===== config.mk =====
export PLATFORM = sky130hd
export DESIGN_NAME = fsrx_nrzi
export DESIGN_NICKNAME = d
export VERILOG_FILES = /design/src/rtl/fsrx_nrzi.sv
export SDC_FILE = /design/constraint.sdc
export NUM_CORES = 1
export LEC_CHECK = 0
export BUFFER_PORTS_ARGS = -buffer_cell sky130_fd_sc_hd__buf_2
export CORE_AREA = 2 2 44 46
export DETAILED_ROUTE_END_ITERATION = 10
export DIE_AREA = 0 0 46 48
export GPL_ROUTABILITY_DRIVEN = 1
export PLACE_DENSITY = 0.72
export SLEW_MARGIN = 20
export SYNTH_ARGS = -nofsm -noshare
export SYNTH_HDL_FRONTEND = slang
export SYNTH_SLANG_ARGS = --single-unit

===== constraint.sdc =====
create_clock -name clk -period 3.1 [get_ports clk]
set_input_delay 0 -clock clk [delete_from_list [all_inputs] [get_ports clk]]
set_output_delay 0 -clock clk [all_outputs]
set_load 0.01 [all_outputs]

===== src/rtl/fsrx_nrzi.sv =====
module fsrx_nrzi #(
  parameter int OSR     = 4,
  parameter int RUN_MAX = 6
) (
  input  logic clk,
  input  logic rst_n,
  input  logic dp,
  input  logic dm,
  output logic sop,
  output logic bit_vld,
  output logic bit_val,
  output logic stuff_vld,
  output logic stuff_err,
  output logic eop
);
  localparam int CW = (OSR > 2) ? $clog2(OSR) : 1;
  localparam int OW = $clog2(RUN_MAX + 1);
  localparam logic [CW-1:0] HALF_LD = CW'(OSR / 2 - 1);
  localparam logic [CW-1:0] FULL_LD = CW'(OSR - 1);
  localparam logic [1:0] SYM_J   = 2'd0;
  localparam logic [1:0] SYM_K   = 2'd1;
  localparam logic [1:0] SYM_SE0 = 2'd2;
  localparam logic [1:0] SYM_SE1 = 2'd3;

  logic [1:0]    sym, prev_smp, last_raw;
  logic          busy;
  logic [CW-1:0] cnt;
  logic [OW-1:0] ones;

  assign sym = ( dp && !dm) ? SYM_J :
               (!dp &&  dm) ? SYM_K :
               ( dp &&  dm) ? SYM_SE1 : SYM_SE0;

  wire is_jk    = !sym[1];
  wire edge_jk  = busy && is_jk && !last_raw[1] && (sym != last_raw);
  wire smp      = busy && (cnt == '0);
  wire smp_eop  = smp && (prev_smp == SYM_SE0) && (sym == SYM_J);
  wire smp_bit  = smp && is_jk && !smp_eop;
  wire nrzi_one = (sym == prev_smp);
  wire at_run   = (ones == OW'(RUN_MAX));

  always_ff @(posedge clk or negedge rst_n) begin
    if (!rst_n) begin
      busy      <= 1'b0;
      cnt       <= '0;
      ones      <= '0;
      prev_smp  <= SYM_J;
      last_raw  <= SYM_J;
      sop       <= 1'b0;
      bit_vld   <= 1'b0;
      bit_val   <= 1'b0;
      stuff_vld <= 1'b0;
      stuff_err <= 1'b0;
      eop       <= 1'b0;
    end else begin
      sop       <= 1'b0;
      bit_vld   <= 1'b0;
      stuff_vld <= 1'b0;
      stuff_err <= 1'b0;
      eop       <= 1'b0;
      last_raw  <= sym;
      if (!busy) begin
        if (sym == SYM_K) begin
          busy <= 1'b1;
          sop  <= 1'b1;
          ones <= '0;
          cnt  <= HALF_LD;
        end else begin
          prev_smp <= sym;
        end
      end else begin
        if (edge_jk)          cnt <= HALF_LD;
        else if (cnt == '0)   cnt <= FULL_LD;
        else                  cnt <= cnt - 1'b1;
        if (smp) begin
          prev_smp <= sym;
          if (smp_eop) begin
            eop  <= 1'b1;
            busy <= 1'b0;
          end else if (smp_bit) begin
            if (at_run) begin
              if (nrzi_one) begin
                stuff_err <= 1'b1;
                busy      <= 1'b0;
              end else begin
                stuff_vld <= 1'b1;
                ones      <= '0;
              end
            end else begin
              bit_vld <= 1'b1;
              bit_val <= nrzi_one;
              ones    <= nrzi_one ? ones + 1'b1 : '0;
            end
          end
        end
      end
    end
  end
endmodule


Word-level counts from Yosys, hierarchy flattened:

Cells that the tools add are included.

* mux-type cells: 45
* reductions and logical operators: 22
* equal/unequal tests: 10
* bitwise logic cells: 2
* add/sub/neg operators: 2

Operators with widths (number)
* 1-bit 2-to-1 mux: 28
* 3-bit 2-to-1 mux: 8
* 2-bit 2-to-1 mux: 9
* 1-bit logical AND: 11
* 5-bit AND reduction: 2
* 1-bit zero test: 5
* 2-bit zero test: 2
* 2-bit by 1-bit inequality test with 1-bit output (second input constant): 2
* 2-bit inequality test (second input constant): 2
* 3-bit by 1-bit adder with 3-bit output (second input constant): 1
* 3-bit == test (second input constant): 1
* 3-bit inequality test (second input constant): 1
* 2-bit by 1-bit == test with 1-bit output (second input constant): 1
* 2-bit == test: 1
* 2-bit == test (second input constant): 1
* 2-bit inequality test: 1
* 1-bit inverter: 2
* 2-bit AND reduction: 1
* 2-bit nonzero test: 1
* 2-bit by 1-bit subtractor with 2-bit output (second input constant): 1

* flip-flop bits (word level): 16
* word-level logic and storage cells: 92
* bits of input ports: 4

Longest topological paths before layout:

* word-level depth: 12
* depth in mapped cells: 6
* mapped depth without buffers: 6

Worst setup path after synthesis:

OpenSTA, ideal clock, no wires.

* path type: reg2reg
* start point: register cnt[0]
* end point: register ones[1]
* arrival: 1.355 ns
* setup time: 0.096 ns
* clock period less this slack: 1.450 ns
* cell stages (with the launch flop): 6
* path slack: 1.650 ns
* cells stage by stage: dfrtp_1 > inv_1 > ha_1 > nand2_2 > or4_4 > o32ai_2

* longest elaborated chain between the ends: 8
* elaborated cells on any way between the ends: 11
* those cells by class: eq/ne: 3; reduce/logical: 8

RTL lines
* start, declared: RTL line 27 `logic [CW-1:0] cnt;`
* start signal, assigned: RTL line 74 `else cnt <= cnt - 1'b1;`
* 2-bit zero test (*): RTL line 36 `wire smp = busy && (cnt == '0);`
* 1-bit logical AND (*): RTL line 36
* 1-bit logical AND (2 in a row): RTL line 37 `wire smp_eop = smp && (prev_smp == SYM_SE0) && (sym == SYM_J);`
* 1-bit zero test: RTL line 38 `wire smp_bit = smp && is_jk && !smp_eop;`
* 1-bit logical AND: RTL line 38
* 2-bit by 1-bit inequality test with 1-bit output (no line)
* 5-bit AND reduction (no line) (*)
* end signal, assigned: RTL line 92 `ones <= nrzi_one ? ones + 1'b1 : '0;`
* end, declared: RTL line 28 `logic [OW-1:0] ones;`

Mark *: on every way between the ends. The rest lies on a longest branch, timed or not.
A chain may end at the register's enable or synchronous reset.

Worst setup path in the final report:

Same ends and word-level chain as after synthesis.

==> impl_metrics.tcl <==
set metrics [dict create \
    timing.rr.start "cnt[0]$_DFFE_PN0P_" \
    layoutNonFillerInstCount 104 \
    avgRoutedWirePerCell_um 13.5 \
    final_area_um2 913 \
    drive_gt1_share_pct 20.7 \
    reg2reg_depth 5 \
    synth_area_per_cell_um2 10.9 \
    worst_slew_pin_slew_ns 0.356 \
    placed_cells 99 \
    ctsRootBufferMaster "clkbuf_4" \
    reg2reg_slack_ns 1.52 \
    fillers 160 \
    antenna_cells 0 \
    portBuffers 9 \
    max_freq_ghz 0.634 \
    holdWs_ns 0.0608 \
    ys_seq_area_share_pct 49.5 \
    setup-violations-final 0 \
    max_slew_margin_pct 76.1 \
    rsz0062_at_grt "false" \
    setup_tns_ns 0 \
    h-tree-depth 1 \
    ys_seq_elements 16 \
    finalMaxSlewViolations 0 \
    clock_latency_ns 0.30 \
    cts_num_sinks 16 \
    synth_top_area_share_pct 49.5 \
    leakagePower_nw 0.453 \
    grt_max_degree 17 \
    start_kind "register" \
    synth_top_cell_by_area "dfrtp_1" \
    skew_ns 0.00316 \
    clk_pin_slew_worst_paths_ns 0.09 \
    vias 558 \
    worstSetupPathType "reg2reg" \
    status "finished, final reports clean" \
    avgViaCountPerCell 5.37 \
    wl_um 1410 \
    syn-cell-area_um2 808 \
    die_w_um 46 \
    antenna_found_initial 0 \
    post_cts_buffers 0 \
    timing.final.crit_share_pct 50.9 \
    fp.dieH_um 48 \
    place_congestion 0.801 \
    critPathRequiredTime_ns 3.32 \
    yosysWarnings 0 \
    ir_drop_mv 0.313 \
    critPathCaptureType "register" \
    grt_overflow_total 0 \
    ant_nets 0 \
    r2r-end "ones[1]$_DFFE_PN0P_" \
    grt_pass1_vias 530 \
    drt_iter0_markers 3 \
    finalHoldViolations 0 \
    synth.distinct_cells 28 \
    crit_end "ones[1]$_DFFE_PN0P_" \
    arrival_ns 1.79 \
    place_area_um2 867 \
    syn_to_final_growth_pct 13.0 \
    rows 15 \
    die-area_mm2 0.00221 \
    dp_hpwl_um 995 \
    core_mm2 0.00169 \
    syn_inst 74 \
    num_io_pins 10 \
    startpoint "cnt[0]$_DFFE_PN0P_" \
    yosys-top-cells-area "dfrtp_1, ha_1, mux2_1" \
    drv_cap 0 \
    synth_nets 85 \
    min_path_type "in2reg" \
    grt_usage_pct 15.6 \
    fin_crit_ns 1.58 \
    cts_buffers 3 \
    crit_fanout 4 \
    cts_tree "yes" \
    clk_path_buf_depth 2 \
    initial_utilization_pct 47.9 \
    first_pass_iters 4 \
    powerDensity_mw_per_mm2 754 \
    drc 0 \
    final_nets 99 \
    grt_pass1_wl_um 2340 \
]
==> cells by family after synthesis <==
group                      after synthesis  share of synthesized area [%]
and+or+nand+nor                         26                           17.0
DFF                                     16                           49.5
AOI/OAI and AO/OA                       10                           9.75
buffers and inverters                    8                           4.18
adders and majority gates                7                           10.8
muxes                                    4                           5.42
xor gates and xnor gates                 3                           3.25
==> report_power, final <==
part | internal [mW] | total [mW] | switching (mW)
clock | 0.0717 | 0.142 | 0.0702
combinational | 0.103 | 0.237 | 0.133
sequential | 0.262 | 0.310 | 0.0475
==> flip-flops by register name (all words and copies together), names as in the netlist, 2 cells and up <==
signal,count
last_raw,2
cnt,2
ones,3
prev_smp,2
==> worst min path at each step <==
stage           from                     to  slack (ns)  cells after the start
2_1_floorplan  rst_n    bit_val$_DFFE_PN0P_       -0.30                      0
3_3_place_gp   rst_n          sop$_DFF_PN0_       -0.07                      1
3_5_place_dp   rst_n          sop$_DFF_PN0_       -0.07                      1
4_1_cts           dp  last_raw[0]$_DFF_PN0_        0.07                      3
5_1_grt           dp  last_raw[0]$_DFF_PN0_        0.09                      3
6_report          dp  last_raw[0]$_DFF_PN0_        0.06                      3
==> area by class of cell <==
type,count,area (µm²),share of cell area [%]
repair buffers,10,55.1,6.03
multi-input cells,50,374,41.0
inverters,7,26.3,2.88
well taps,17,21.3,2.33
clock buffers,4,36.3,3.97
flip-flops and latches,16,400,43.8
==> timing repair <==
| item | in CTS | in global routing |
|---|---|---|
| endpoints found under the hold margin | 16 | 0 |
| gates resized for setup | 0 | 0 |
| hold buffers | 1 | 0 |
==> layer usage <==
layer	vias to the layer above	GRT usage [%]	part of all wire (%)
met5	-	0	0
met1	258	18.4	46
met4	0	10.3	3.3
li1	276	-	-
met2	19	25.6	45
met3	5	3.40	5.5
==> Yosys cell counts, drive strengths merged <==
library cell / n
xnor2: 1
mux2i: 1
o32ai: 2
nand2b: 1
nor2: 8
dfrtp: 16
o311ai: 1
nand3b: 2
mux2: 3
ha: 7
nand3: 2
and2: 1
nand2: 6
and3b: 1
nor3: 2
a21oi: 4
inv: 7
xor2: 2
o31ai: 1
o22ai: 1
or4: 1
nor2b: 2
o211ai: 1
buf: 1
==> layout by cell type, fill, tap and decap left out, drive strengths merged <==
cell	instances
o211ai	1
clkbuf	4
nand3	2
a21oi	4
nor2b	2
o311ai	1
nand3b	2
xnor2	1
mux2i	1
and2	1
o32ai	2
o31ai	1
o22ai	1
xor2	2
nand2	6
or4	1
mux2	3
nor2	8
nand2b	1
and3b	1
dfrtp	16
ha	7
buf	9
inv	7
dlygate4sd3	1
nor3	2
==> through the flow <==
step	worst slack (ns)	util, %	total power, mW
2_1_floorplan	1.65	-	0.488
3_3_place_gp	1.62	51.3	0.537
3_5_place_dp	1.57	51.3	0.546
4_1_cts	1.52	54.1	0.693
5_1_grt	1.44	54.1	0.742
6_report	1.52	54.1	0.688
==> critical path, cell delays in order, from the launching register on <==
cell and delay (ns):
dfrtp_1 0.41, inv_1 0.06, ha_1 0.22, nand2_2 0.10
or4_4 0.51, o32ai_2 0.20
(Power assumes the default switching activity.)
